<file path="src/rtl/nlsleep_pkg.sv">
package nlsleep_pkg;
  localparam int CODE_W = 12;
  typedef logic [CODE_W-1:0] mv_t;

  typedef enum logic {
    MODE_NORMAL = 1'b0,
    MODE_DEEP   = 1'b1
  } mode_e;

  // strict greater-than threshold test
  function automatic logic mv_above(input mv_t v, input mv_t thr);
    return v > thr;
  endfunction

  // strict less-than threshold test
  function automatic logic mv_below(input mv_t v, input mv_t thr);
    return v < thr;
  endfunction

  // hysteretic band: high edge stops pulses, low edge restarts them
  function automatic logic band_next(input logic cur, input logic over_hi,
                                     input logic under_lo);
    if (over_hi)       return 1'b0;
    else if (under_lo) return 1'b1;
    else               return cur;
  endfunction
endpackage

</file>
<file path="src/rtl/nlsleep_run_cnt.sv">
module nlsleep_run_cnt #(
  parameter int ENTRY_CYC = 8
) (
  input  logic clk,
  input  logic clr,
  input  logic stb,
  input  logic qualify,
  input  logic hold_zero,
  output logic run_full
);
  localparam int CNT_W = (ENTRY_CYC < 1) ? 1 : $clog2(ENTRY_CYC + 1);
  localparam logic [CNT_W-1:0] LIMIT = CNT_W'(ENTRY_CYC);

  logic [CNT_W-1:0] cnt_q;

  always_ff @(posedge clk) begin
    if (clr || hold_zero) begin
      cnt_q <= '0;
    end else if (stb) begin
      if (!qualify)            cnt_q <= '0;
      else if (cnt_q != LIMIT) cnt_q <= cnt_q + 1'b1;
    end
  end

  assign run_full = (cnt_q == LIMIT);
endmodule

</file>
<file path="src/rtl/nlsleep_mode_fsm.sv">
module nlsleep_mode_fsm
  import nlsleep_pkg::*;
(
  input  logic clk,
  input  logic clr,
  input  logic stb,
  input  logic qualify,
  input  logic run_full,
  input  logic under_lo,
  input  logic under_dyn,
  input  logic max_ton,
  output logic deep,
  output logic enter_evt,
  output logic exit_slow_evt,
  output logic exit_dyn_evt
);
  mode_e mode_q;

  assign enter_evt     = stb && (mode_q == MODE_NORMAL) && qualify && run_full;
  assign exit_slow_evt = stb && (mode_q == MODE_DEEP) && under_lo && max_ton;
  assign exit_dyn_evt  = stb && (mode_q == MODE_DEEP) && under_dyn;

  always_ff @(posedge clk) begin
    if (clr) begin
      mode_q <= MODE_NORMAL;
    end else begin
      unique case (mode_q)
        MODE_NORMAL: if (enter_evt) mode_q <= MODE_DEEP;
        MODE_DEEP:   if (exit_slow_evt || exit_dyn_evt) mode_q <= MODE_NORMAL;
        default:     mode_q <= MODE_NORMAL;
      endcase
    end
  end

  assign deep = (mode_q == MODE_DEEP);
endmodule

</file>
<file path="src/rtl/nlsleep_band.sv">
module nlsleep_band
  import nlsleep_pkg::*;
(
  input  logic clk,
  input  logic clr,
  input  logic stb,
  input  logic deep,
  input  logic enter_evt,
  input  logic exit_evt,
  input  logic over_hi,
  input  logic under_lo,
  output logic pulse_req
);
  logic band_q;

  always_ff @(posedge clk) begin
    if (clr || exit_evt)    band_q <= 1'b1;
    else if (enter_evt)     band_q <= 1'b0;
    else if (stb && deep)   band_q <= band_next(band_q, over_hi, under_lo);
  end

  assign pulse_req = band_q;
endmodule

</file>
<file path="src/rtl/nlsleep_ctrl.sv">
module nlsleep_ctrl
  import nlsleep_pkg::*;
#(
  parameter int  ENTRY_CYC   = 8,
  parameter mv_t BAND_HI_MV  = 12'd2550,
  parameter mv_t BAND_LO_MV  = 12'd2525,
  parameter mv_t DYN_MV      = 12'd2400,
  parameter mv_t NORM_REF_MV = 12'd2500,
  parameter mv_t DEEP_REF_MV = 12'd2550
) (
  input  logic              clk,
  input  logic              rst,
  input  logic              prot_shutdown,
  input  logic              smp_stb,
  input  logic [CODE_W-1:0] err_mv,
  input  logic              at_min_freq,
  input  logic              at_max_ton,
  output logic              deep_mode,
  output logic              period_sel,
  output logic [CODE_W-1:0] ref_mv,
  output logic              pulse_req
);
  logic clr_all;
  logic over_hi, under_lo, under_dyn, qualify;
  logic run_full;
  logic enter_evt, exit_slow_evt, exit_dyn_evt, exit_evt;

  assign clr_all   = rst || prot_shutdown;
  assign over_hi   = mv_above(err_mv, BAND_HI_MV);
  assign under_lo  = mv_below(err_mv, BAND_LO_MV);
  assign under_dyn = mv_below(err_mv, DYN_MV);
  assign qualify   = at_min_freq && over_hi;

  nlsleep_run_cnt #(.ENTRY_CYC(ENTRY_CYC)) u_run (
    .clk       (clk),
    .clr       (clr_all),
    .stb       (smp_stb),
    .qualify   (qualify),
    .hold_zero (deep_mode),
    .run_full  (run_full)
  );

  nlsleep_mode_fsm u_fsm (
    .clk           (clk),
    .clr           (clr_all),
    .stb           (smp_stb),
    .qualify       (qualify),
    .run_full      (run_full),
    .under_lo      (under_lo),
    .under_dyn     (under_dyn),
    .max_ton       (at_max_ton),
    .deep          (deep_mode),
    .enter_evt     (enter_evt),
    .exit_slow_evt (exit_slow_evt),
    .exit_dyn_evt  (exit_dyn_evt)
  );

  assign exit_evt = exit_slow_evt || exit_dyn_evt;

  nlsleep_band u_band (
    .clk       (clk),
    .clr       (clr_all),
    .stb       (smp_stb),
    .deep      (deep_mode),
    .enter_evt (enter_evt),
    .exit_evt  (exit_evt),
    .over_hi   (over_hi),
    .under_lo  (under_lo),
    .pulse_req (pulse_req)
  );

  assign period_sel = deep_mode;
  assign ref_mv     = deep_mode ? DEEP_REF_MV : NORM_REF_MV;
endmodule

</file>
<file path="config.mk">
export PLATFORM = sky130hd
export DESIGN_NAME = nlsleep_ctrl
export DESIGN_NICKNAME = d
export VERILOG_FILES = /design/src/rtl/nlsleep_pkg.sv /design/src/rtl/nlsleep_run_cnt.sv /design/src/rtl/nlsleep_mode_fsm.sv /design/src/rtl/nlsleep_band.sv /design/src/rtl/nlsleep_ctrl.sv
export SDC_FILE = /design/constraint.sdc
export NUM_CORES = 1
export LEC_CHECK = 0
export BUFFER_PORTS_ARGS = -buffer_cell sky130_fd_sc_hd__buf_2
export CORE_MARGIN = 4
export CORE_UTILIZATION = 42
export CTS_BUF_LIST = sky130_fd_sc_hd__clkbuf_8
export DETAILED_ROUTE_END_ITERATION = 6
export PLACE_DENSITY = 0.77
export SLEW_MARGIN = 20
export SYNTH_ARGS = -nofsm -noshare
export SYNTH_HDL_FRONTEND = slang
export SYNTH_SLANG_ARGS = --single-unit
</file>
<file path="constraint.sdc">
create_clock -name clk -period 1.3 [get_ports clk]
set_input_delay 0.065 -clock clk [delete_from_list [all_inputs] [get_ports clk]]
set_output_delay 0.065 -clock clk [all_outputs]
set_load 0.03 [all_outputs]
</file>
==> metrics.txt, run 1 <==
# TYPE chip_impl_metric gauge
chip_impl_metric{name="drt.antenna.violating_nets",unit=""} 0
chip_impl_metric{name="htree_num_levels",unit=""} 1
chip_impl_metric{name="clk_latency",unit="ns"} 0.22
chip_impl_info{name="synth_top_flop_cell",value="sky130_fd_sc_hd__dfxtp_1"} 1
chip_impl_metric{name="chipWidth",unit="um"} 47.59
chip_impl_metric{name="area_of_the_die",unit="sq um"} 2264
chip_impl_info{name="synth.top_cells.by_area",value="sky130_fd_sc_hd__dfxtp_1, sky130_fd_sc_hd__buf_4, sky130_fd_sc_hd__nand2_1"} 1
chip_impl_info{name="min-delay-path-class",value="input port to flop"} 1
chip_impl_metric{name="ir_worst_vdd",unit="mV"} 0.2555
chip_impl_metric{name="average_cell_area_after_synthesis",unit="sq um"} 8.026
chip_impl_info{name="timing.critical_path.to_type",value="flop"} 1
chip_impl_metric{name="total_routing_usage_reported_by_global_routing",unit=""} 0.1725
chip_impl_metric{name="synth.yosys.seq_area_share",unit=""} 0.1825
chip_impl_info{name="r2r_start",value="u_run.cnt_q[0]"} 1
chip_impl_metric{name="drc_errors",unit=""} 0
chip_impl_metric{name="route.vias.total",unit=""} 767
chip_impl_metric{name="max_cap_violations",unit=""} 0
chip_impl_metric{name="post-layout-total-power",unit="mW"} 0.6423
chip_impl_info{name="ctsRootBufferMaster",value="sky130_fd_sc_hd__clkbuf_8"} 1
chip_impl_metric{name="detailroute.wirelength.met2",unit="um"} 979
chip_impl_metric{name="synthesis.yosys.warnings",unit=""} 0
chip_impl_info{name="top_layer",value="met4"} 1
chip_impl_metric{name="pre_cts_ws",unit="ns"} -0.1683
chip_impl_metric{name="netlist_instances",unit=""} 82
chip_impl_metric{name="synthArstFlopShare",unit=""} 0
chip_impl_metric{name="post_synthesis_to_final_layout_area_growth",unit="%"} 46.01
chip_impl_info{name="hold_path_end",value="u_fsm.deep"} 1
chip_impl_metric{name="place_congestion",unit=""} 0.8518
chip_impl_metric{name="antenna-diode-count",unit=""} 0
chip_impl_info{name="r2r_end",value="u_fsm.deep"} 1
chip_impl_info{name="tritoncts",value="built"} 1
chip_impl_info{name="layout_commonest_cell",value="sky130_fd_sc_hd__buf_2"} 1
chip_impl_metric{name="synth_top_area_share",unit=""} 0.1825
chip_impl_info{name="mostFrequentLayoutCells",value="sky130_fd_sc_hd__buf_2, sky130_fd_sc_hd__buf_4, sky130_fd_sc_hd__nand2_1, sky130_fd_sc_hd__conb_1, sky130_fd_sc_hd__inv_1"} 1
chip_impl_metric{name="rows",unit=""} 14
chip_impl_metric{name="final_period_minus_worst_setup_slack",unit="ns"} 1.452
chip_impl_metric{name="place_hpwl",unit="um"} 1418
chip_impl_metric{name="cts.sinks",unit=""} 6
chip_impl_metric{name="max-clock-path-buffers",unit=""} 2
chip_impl_info{name="yosys.area.top_type",value="sky130_fd_sc_hd__dfxtp_1"} 1
chip_impl_metric{name="ff2ff_setup_slack",unit="ns"} -0.15
chip_impl_metric{name="final_nets",unit=""} 140
chip_impl_metric{name="setup_viol",unit=""} 4
chip_impl_metric{name="met1_length",unit="um"} 822
chip_impl_metric{name="placement.io_buffers",unit=""} 23
chip_impl_metric{name="avgRoutedWirePerCell",unit="um"} 14.66
chip_impl_metric{name="p_leak",unit="nW"} 0.4158
chip_impl_metric{name="synth.lib_cells_used.distinct",unit=""} 37
chip_impl_metric{name="r2r_cells",unit=""} 7
chip_impl_metric{name="first_global_vias",unit=""} 681
chip_impl_metric{name="finalWorstSetupSlack",unit="ns"} -0.1524
chip_impl_metric{name="cp.arrival",unit="ns"} 1.59
chip_impl_metric{name="number_of_drc_markers_after_the_initial_detailed_route_iteration",unit=""} 17
chip_impl_metric{name="dr.pass1.iters",unit=""} 4
chip_impl_metric{name="ys_seq_elements",unit=""} 6
chip_impl_metric{name="wirelength",unit="um"} 1964
chip_impl_metric{name="largest_net_degree_at_the_start_of_global_routing",unit=""} 7
chip_impl_metric{name="timing.critical_path.required",unit="ns"} 1.44
chip_impl_info{name="setup.worst_path.start",value="u_run.cnt_q[0]"} 1
chip_impl_metric{name="clock-skew-final",unit="ns"} 0.001819
chip_impl_metric{name="grt_first_pass_wirelength",unit="um"} 2808
chip_impl_metric{name="power_density",unit="nW/um^2"} 668.4
chip_impl_info{name="worst-setup-path-type",value="flop to flop"} 1
chip_impl_metric{name="final.period_utilization",unit=""} 1.117
chip_impl_metric{name="timing.final.hold_violations",unit=""} 0
chip_impl_metric{name="routed-wl-met3",unit="um"} 143
chip_impl_metric{name="initial_core_util",unit=""} 0.4420
chip_impl_metric{name="grt_overflow",unit=""} 0
chip_impl_metric{name="cts.reportedPaths.clkPinSlew",unit="ns"} 0.04
chip_impl_info{name="failed_checks",value="negative setup slack"} 1
chip_impl_info{name="run_status",value="finished with violations"} 1
chip_impl_metric{name="number_of_enable_type_register_cells_in_the_synthesized_netlist",unit=""} 0
chip_impl_metric{name="initial_antenna_violation_count",unit=""} 0
chip_impl_metric{name="crit_path_max_fanout",unit=""} 2
chip_impl_metric{name="fp.coreArea",unit="sq um"} 1489
chip_impl_info{name="grt_setup_unrepaired",value="yes"} 1
chip_impl_metric{name="avgViaCountPerCell",unit=""} 5.724
chip_impl_metric{name="worst_hold_path.num_cells",unit=""} 2
chip_impl_metric{name="cts_inserted_buffers",unit=""} 3
chip_impl_metric{name="slew_viol_final",unit=""} 0
chip_impl_metric{name="achievable-frequency",unit="GHz"} 0.6885
chip_impl_info{name="hp-start",value="rst"} 1
chip_impl_info{name="worst_setup_path_start_kind",value="flop"} 1
chip_impl_metric{name="synthesis.area",unit="sq um"} 658.1
chip_impl_metric{name="final_layout_size_suffix_gt1_frac",unit=""} 0.5424
chip_impl_metric{name="ctsHoldBuffers",unit=""} 0
chip_impl_metric{name="dpl_cell_area",unit="sq um"} 843.3
chip_impl_metric{name="die-height",unit="um"} 47.59
chip_impl_metric{name="final.setup.tns",unit="ns"} -0.2561
chip_impl_metric{name="stdcell_area",unit="sq um"} 960.9
chip_impl_metric{name="design.portCount",unit=""} 33
[cells in the mapped netlist, drive strengths merged, types with 2 or more instances]
cell type,count
nor2,2
a21oi,3
inv,6
dfxtp,6
nor3,5
o311ai,2
o22ai,2
and2,2
ha,2
o21ai,3
conb,2
nand2,11
buf,13
nand3,3
[where the power goes]
part / internal [mW] / switching, mW
registers: 0.186 / 0.000369
logic: 0.0662 / 0.100
clock network: 0.200 / 0.0899
[what timing repair did]
item                       CTS  global route
pin swaps                    0             2
setup endpoints to repair    1             5
buffers inserted             0             2
resized for setup            0            15
[flip-flops by register name (all words and copies together), names as in the netlist]
name	flops
u_run.cnt_q	4
u_fsm.deep	1
u_band.pulse_req	1
[final cells by class]
type                       instances  area (sq um)
inverter                           6         22.52
tap                               16         20.02
sequential                         6         123.9
clock buffer                       3         41.29
fill                             118         528.0
multi-input combinational         64         514.2
timing repair buffer              39         239.0
[routing by layer]
layer	up-vias	GRT usage
met4	0	0.04839
li1	360	-
met1	365	0.2022
met5	-	0
met3	4	0.03383
met2	38	0.3155
[logic make-up after synthesis]
kind of cell	count (synthesis)	synth area share
AOI/OAI and AO/OA	21	0.2700
adders and majority gates	2	0.03802
DFF	6	0.1825
and+or+nand+nor	32	0.3156
buffers and inverters	19	0.1825
other	2	0.01141
[worst max-delay path: stages (launching register included)]
cell                      delay (ns)
sky130_fd_sc_hd__dfxtp_2        0.31
sky130_fd_sc_hd__inv_2          0.06
sky130_fd_sc_hd__ha_4           0.13
sky130_fd_sc_hd__nand2_2        0.06
sky130_fd_sc_hd__or3_4          0.35
sky130_fd_sc_hd__nor3_2         0.15
sky130_fd_sc_hd__a32oi_1        0.14
sky130_fd_sc_hd__nor3_1         0.16
[worst max path at each step]
stage | end
finish | u_fsm.deep
global route | u_fsm.deep
CTS | u_fsm.deep
detailed placement | u_run.cnt_q[2]
global placement | u_band.pulse_req
floorplan | u_fsm.deep
[stage by stage]
stage / hold slack (ns) / util / cells
finish: 0.05799 / 0.6454 / 134
global route: 0.08286 / 0.6454 / 134
CTS: 0.05245 / 0.5941 / 132
detailed placement: 0.2880 / 0.5664 / 129
global placement: 0.2792 / 0.5664 / 129
floorplan: 0.1344 / - / 89
Note: power is estimated with default switching activity, not from simulation.
==> inputs of run 2 (changes only) <==
--- a/config.mk
+++ b/config.mk
@@ -7,10 +7,11 @@
 export LEC_CHECK = 0
 export BUFFER_PORTS_ARGS = -buffer_cell sky130_fd_sc_hd__buf_2
 export CORE_MARGIN = 4
-export CORE_UTILIZATION = 42
+export CORE_UTILIZATION = 50
 export CTS_BUF_LIST = sky130_fd_sc_hd__clkbuf_8
 export DETAILED_ROUTE_END_ITERATION = 6
-export PLACE_DENSITY = 0.77
+export PLACE_DENSITY = 0.86
+export RECOVER_POWER = 100
 export SLEW_MARGIN = 20
 export SYNTH_ARGS = -nofsm -noshare
 export SYNTH_HDL_FRONTEND = slang
==> constraint.sdc (replaced) <==
create_clock -name clk -period 1.9 [get_ports clk]
set_input_delay 0.095 -clock clk [delete_from_list [all_inputs] [get_ports clk]]
set_output_delay 0.095 -clock clk [all_outputs]
set_load 0.03 [all_outputs]
==> run 2 against run 1 <==
Compared with the run above:
- the run now ends clean
- core utilization is 1.1 points lower
- worst setup slack gained 0.44 ns
- wire length decreased by 24%
- critical path depth decreased by 3
- sequential power shrank 31%
- clock-buffer cell count unchanged
- sequential cell count unchanged
- cell area shrank 23%
- largest power group unchanged
==> metrics.txt, run 2 (same netlist as run 1, synthesis figures left out) <==
# TYPE chip_impl_metric gauge
chip_impl_metric{name="initial_core_util",unit=""} 0.5620
chip_impl_metric{name="ctsHoldBuffers",unit=""} 0
chip_impl_metric{name="worst_hold_path.num_cells",unit=""} 2
chip_impl_info{name="hold_path_end",value="u_fsm.deep"} 1
chip_impl_metric{name="largest_register_ffs",unit=""} 4
chip_impl_metric{name="first_global_vias",unit=""} 557
chip_impl_info{name="layout_commonest_cell",value="sky130_fd_sc_hd__buf_2"} 1
chip_impl_metric{name="routed-wl-met3",unit="um"} 149
chip_impl_metric{name="timing.final.hold_violations",unit=""} 0
chip_impl_metric{name="placement.io_buffers",unit=""} 23
chip_impl_info{name="registers.top_by_ff_count",value="u_run.cnt_q"} 1
chip_impl_info{name="mostFrequentLayoutCells",value="sky130_fd_sc_hd__buf_2, sky130_fd_sc_hd__nand2_1, sky130_fd_sc_hd__conb_1"} 1
chip_impl_metric{name="largest_net_degree_at_the_start_of_global_routing",unit=""} 12
chip_impl_metric{name="postCtsResizedCells",unit=""} 0
chip_impl_metric{name="max-clock-path-buffers",unit=""} 2
chip_impl_metric{name="avgRoutedWirePerCell",unit="um"} 12.78
chip_impl_info{name="worst-setup-path-type",value="flop to flop"} 1
chip_impl_metric{name="p_leak",unit="nW"} 0.2931
chip_impl_info{name="run_status",value="finished, final reports clean"} 1
chip_impl_info{name="r2r_end",value="u_run.cnt_q[2]"} 1
chip_impl_metric{name="post_synthesis_to_final_layout_area_growth",unit="%"} 12.93
chip_impl_metric{name="ff2ff_setup_slack",unit="ns"} 0.28
chip_impl_metric{name="crit_path_max_fanout",unit=""} 11
chip_impl_metric{name="htree_num_levels",unit=""} 1
chip_impl_metric{name="final_layout_size_suffix_gt1_frac",unit=""} 0.2353
chip_impl_metric{name="cts.repair_timing.setup_buffer_count",unit=""} 0
chip_impl_metric{name="initial_antenna_violation_count",unit=""} 0
chip_impl_info{name="min-delay-path-class",value="input port to flop"} 1
chip_impl_metric{name="r2r_cells",unit=""} 4
chip_impl_metric{name="achievable-frequency",unit="GHz"} 0.6188
chip_impl_metric{name="max_cap_violations",unit=""} 0
chip_impl_metric{name="total_routing_usage_reported_by_global_routing",unit=""} 0.1554
chip_impl_metric{name="slew_viol_final",unit=""} 0
chip_impl_metric{name="cts_inserted_buffers",unit=""} 3
chip_impl_info{name="timing.critical_path.to_type",value="flop"} 1
chip_impl_info{name="ctsRootBufferMaster",value="sky130_fd_sc_hd__clkbuf_8"} 1
chip_impl_info{name="critical_path.slowest_cell",value="sky130_fd_sc_hd__dfxtp_1"} 1
chip_impl_metric{name="dr.pass1.iters",unit=""} 4
chip_impl_metric{name="clk_latency",unit="ns"} 0.22
chip_impl_metric{name="final_nets",unit=""} 124
chip_impl_metric{name="area_of_the_die",unit="sq um"} 1961
chip_impl_metric{name="power_density",unit="nW/um^2"} 547.8
chip_impl_metric{name="drc_errors",unit=""} 0
chip_impl_metric{name="ir_worst_vdd",unit="mV"} 0.3286
chip_impl_metric{name="slowest_delay",unit="ns"} 0.39
chip_impl_info{name="hp-start",value="prot_shutdown"} 1
chip_impl_info{name="critical_path.cell_chain",value="nor3_1 > and4_1 > nand3_4 > o311ai_0"} 1
chip_impl_info{name="top_layer",value="met4"} 1
chip_impl_metric{name="clock-skew-final",unit="ns"} 0.001568
chip_impl_metric{name="route.vias.total",unit=""} 681
chip_impl_metric{name="rows",unit=""} 12
chip_impl_metric{name="fp.coreArea",unit="sq um"} 1171
chip_impl_metric{name="place_hpwl",unit="um"} 1215
chip_impl_metric{name="avgViaCountPerCell",unit=""} 5.871
chip_impl_metric{name="setup_viol",unit=""} 0
chip_impl_info{name="r2r_start",value="u_fsm.deep"} 1
chip_impl_metric{name="grt_first_pass_wirelength",unit="um"} 2283
chip_impl_info{name="tritoncts",value="built"} 1
chip_impl_metric{name="cts.sinks",unit=""} 6
chip_impl_metric{name="design.portCount",unit=""} 33
chip_impl_metric{name="place_congestion",unit=""} 0.7895
chip_impl_metric{name="cp.arrival",unit="ns"} 1.73
chip_impl_metric{name="die-height",unit="um"} 44.28
chip_impl_metric{name="met1_length",unit="um"} 648
chip_impl_metric{name="grt_overflow",unit=""} 0
chip_impl_metric{name="wirelength",unit="um"} 1483
chip_impl_info{name="grt_setup_unrepaired",value="no"} 1
chip_impl_metric{name="final.period_utilization",unit=""} 0.8505
chip_impl_metric{name="cts.reportedPaths.clkPinSlew",unit="ns"} 0.04
chip_impl_metric{name="final_period_minus_worst_setup_slack",unit="ns"} 1.616
chip_impl_metric{name="final.setup.tns",unit="ns"} 0
chip_impl_metric{name="timing.critical_path.required",unit="ns"} 2.01
chip_impl_metric{name="drt.antenna.violating_nets",unit=""} 0
chip_impl_metric{name="number_of_drc_markers_after_the_initial_detailed_route_iteration",unit=""} 24
chip_impl_metric{name="final_core_util",unit=""} 0.6346
chip_impl_info{name="worst_setup_path_start_kind",value="flop"} 1
chip_impl_metric{name="chipWidth",unit="um"} 44.28
chip_impl_metric{name="detailroute.wirelength.met2",unit="um"} 667
chip_impl_metric{name="antenna-diode-count",unit=""} 0
run 2: cell count changes in the layout (fill, tap and decap cells not counted), moves of 2 or more:
cell | previous run | this run
sky130_fd_sc_hd__o22ai_1 | 0 | 2
sky130_fd_sc_hd__buf_2 | 23 | 17
sky130_fd_sc_hd__inv_1 | 4 | 6
sky130_fd_sc_hd__nor3_1 | 2 | 5
sky130_fd_sc_hd__dfxtp_2 | 3 | 0
sky130_fd_sc_hd__inv_2 | 2 | 0
sky130_fd_sc_hd__clkbuf_1 | 0 | 6
sky130_fd_sc_hd__o22ai_2 | 2 | 0
sky130_fd_sc_hd__nor3_2 | 2 | 0
sky130_fd_sc_hd__dfxtp_1 | 3 | 6
sky130_fd_sc_hd__buf_4 | 15 | 0
run 2: final cells by class:
class / count / area [sq um]
multi-input combinational: 64 / 434.2
timing repair buffer: 23 / 107.6
fill: 112 / 427.9
sequential: 6 / 120.1
clock buffer: 3 / 41.29
inverter: 6 / 22.52
tap: 14 / 17.52
run 2: how the worst max path moves through the flow:
stage | startpoint | slack [ns] | cells after the start | endpoint
floorplan | u_fsm.deep | 0.46 | 4 | u_run.cnt_q[2]
detailed placement | err_mv[10] | 0.31 | 6 | u_run.cnt_q[2]
CTS | u_run.cnt_q[0] | 0.40 | 7 | u_fsm.deep
global placement | err_mv[10] | 0.33 | 6 | u_run.cnt_q[2]
global route | u_fsm.deep | 0.17 | 4 | u_run.cnt_q[2]
finish | u_fsm.deep | 0.28 | 4 | u_run.cnt_q[2]
run 2: metal layers:
layer  track usage  up-vias
li1              -      326
met1        0.1917      307
met2        0.2471       44
met3       0.06098        4
met4       0.04819        0
met5             0        -
run 2: where the power goes:
group / leakage, nW / switching, mW / internal (mW) / total [mW]
clock: 0.0216 / 0.0558 / 0.136 / 0.192
sequential: 0.0484 / 0.000528 / 0.127 / 0.128
combinational: 0.223 / 0.0586 / 0.0289 / 0.0876
run 2: metrics by stage:
| stage | instance area (sq um) | worst slack [ns] | instances | total power [mW] | hold WS, ns |
|---|---|---|---|---|---|
| 2_1_floorplan | 684.4 | 0.4589 | 89 | 0.1973 | 0.1718 |
| 3_3_place_gp | 719.4 | 0.3327 | 113 | 0.2136 | 0.3045 |
| 3_5_place_dp | 719.4 | 0.3068 | 113 | 0.2161 | 0.3157 |
| 4_1_cts | 760.7 | 0.4010 | 116 | 0.4092 | 0.08394 |
| 5_1_grt | 743.2 | 0.1739 | 116 | 0.4240 | 0.1058 |
| 6_report | 743.2 | 0.2840 | 116 | 0.4071 | 0.08473 |
run 2: critical path: cells and delay by family (launching register included):
kind | cells | cell delay (ns)
AO/OA/AOI/OAI | 1 | 0.28
flip-flops | 1 | 0.39
AND/OR/NAND/NOR | 3 | 0.83
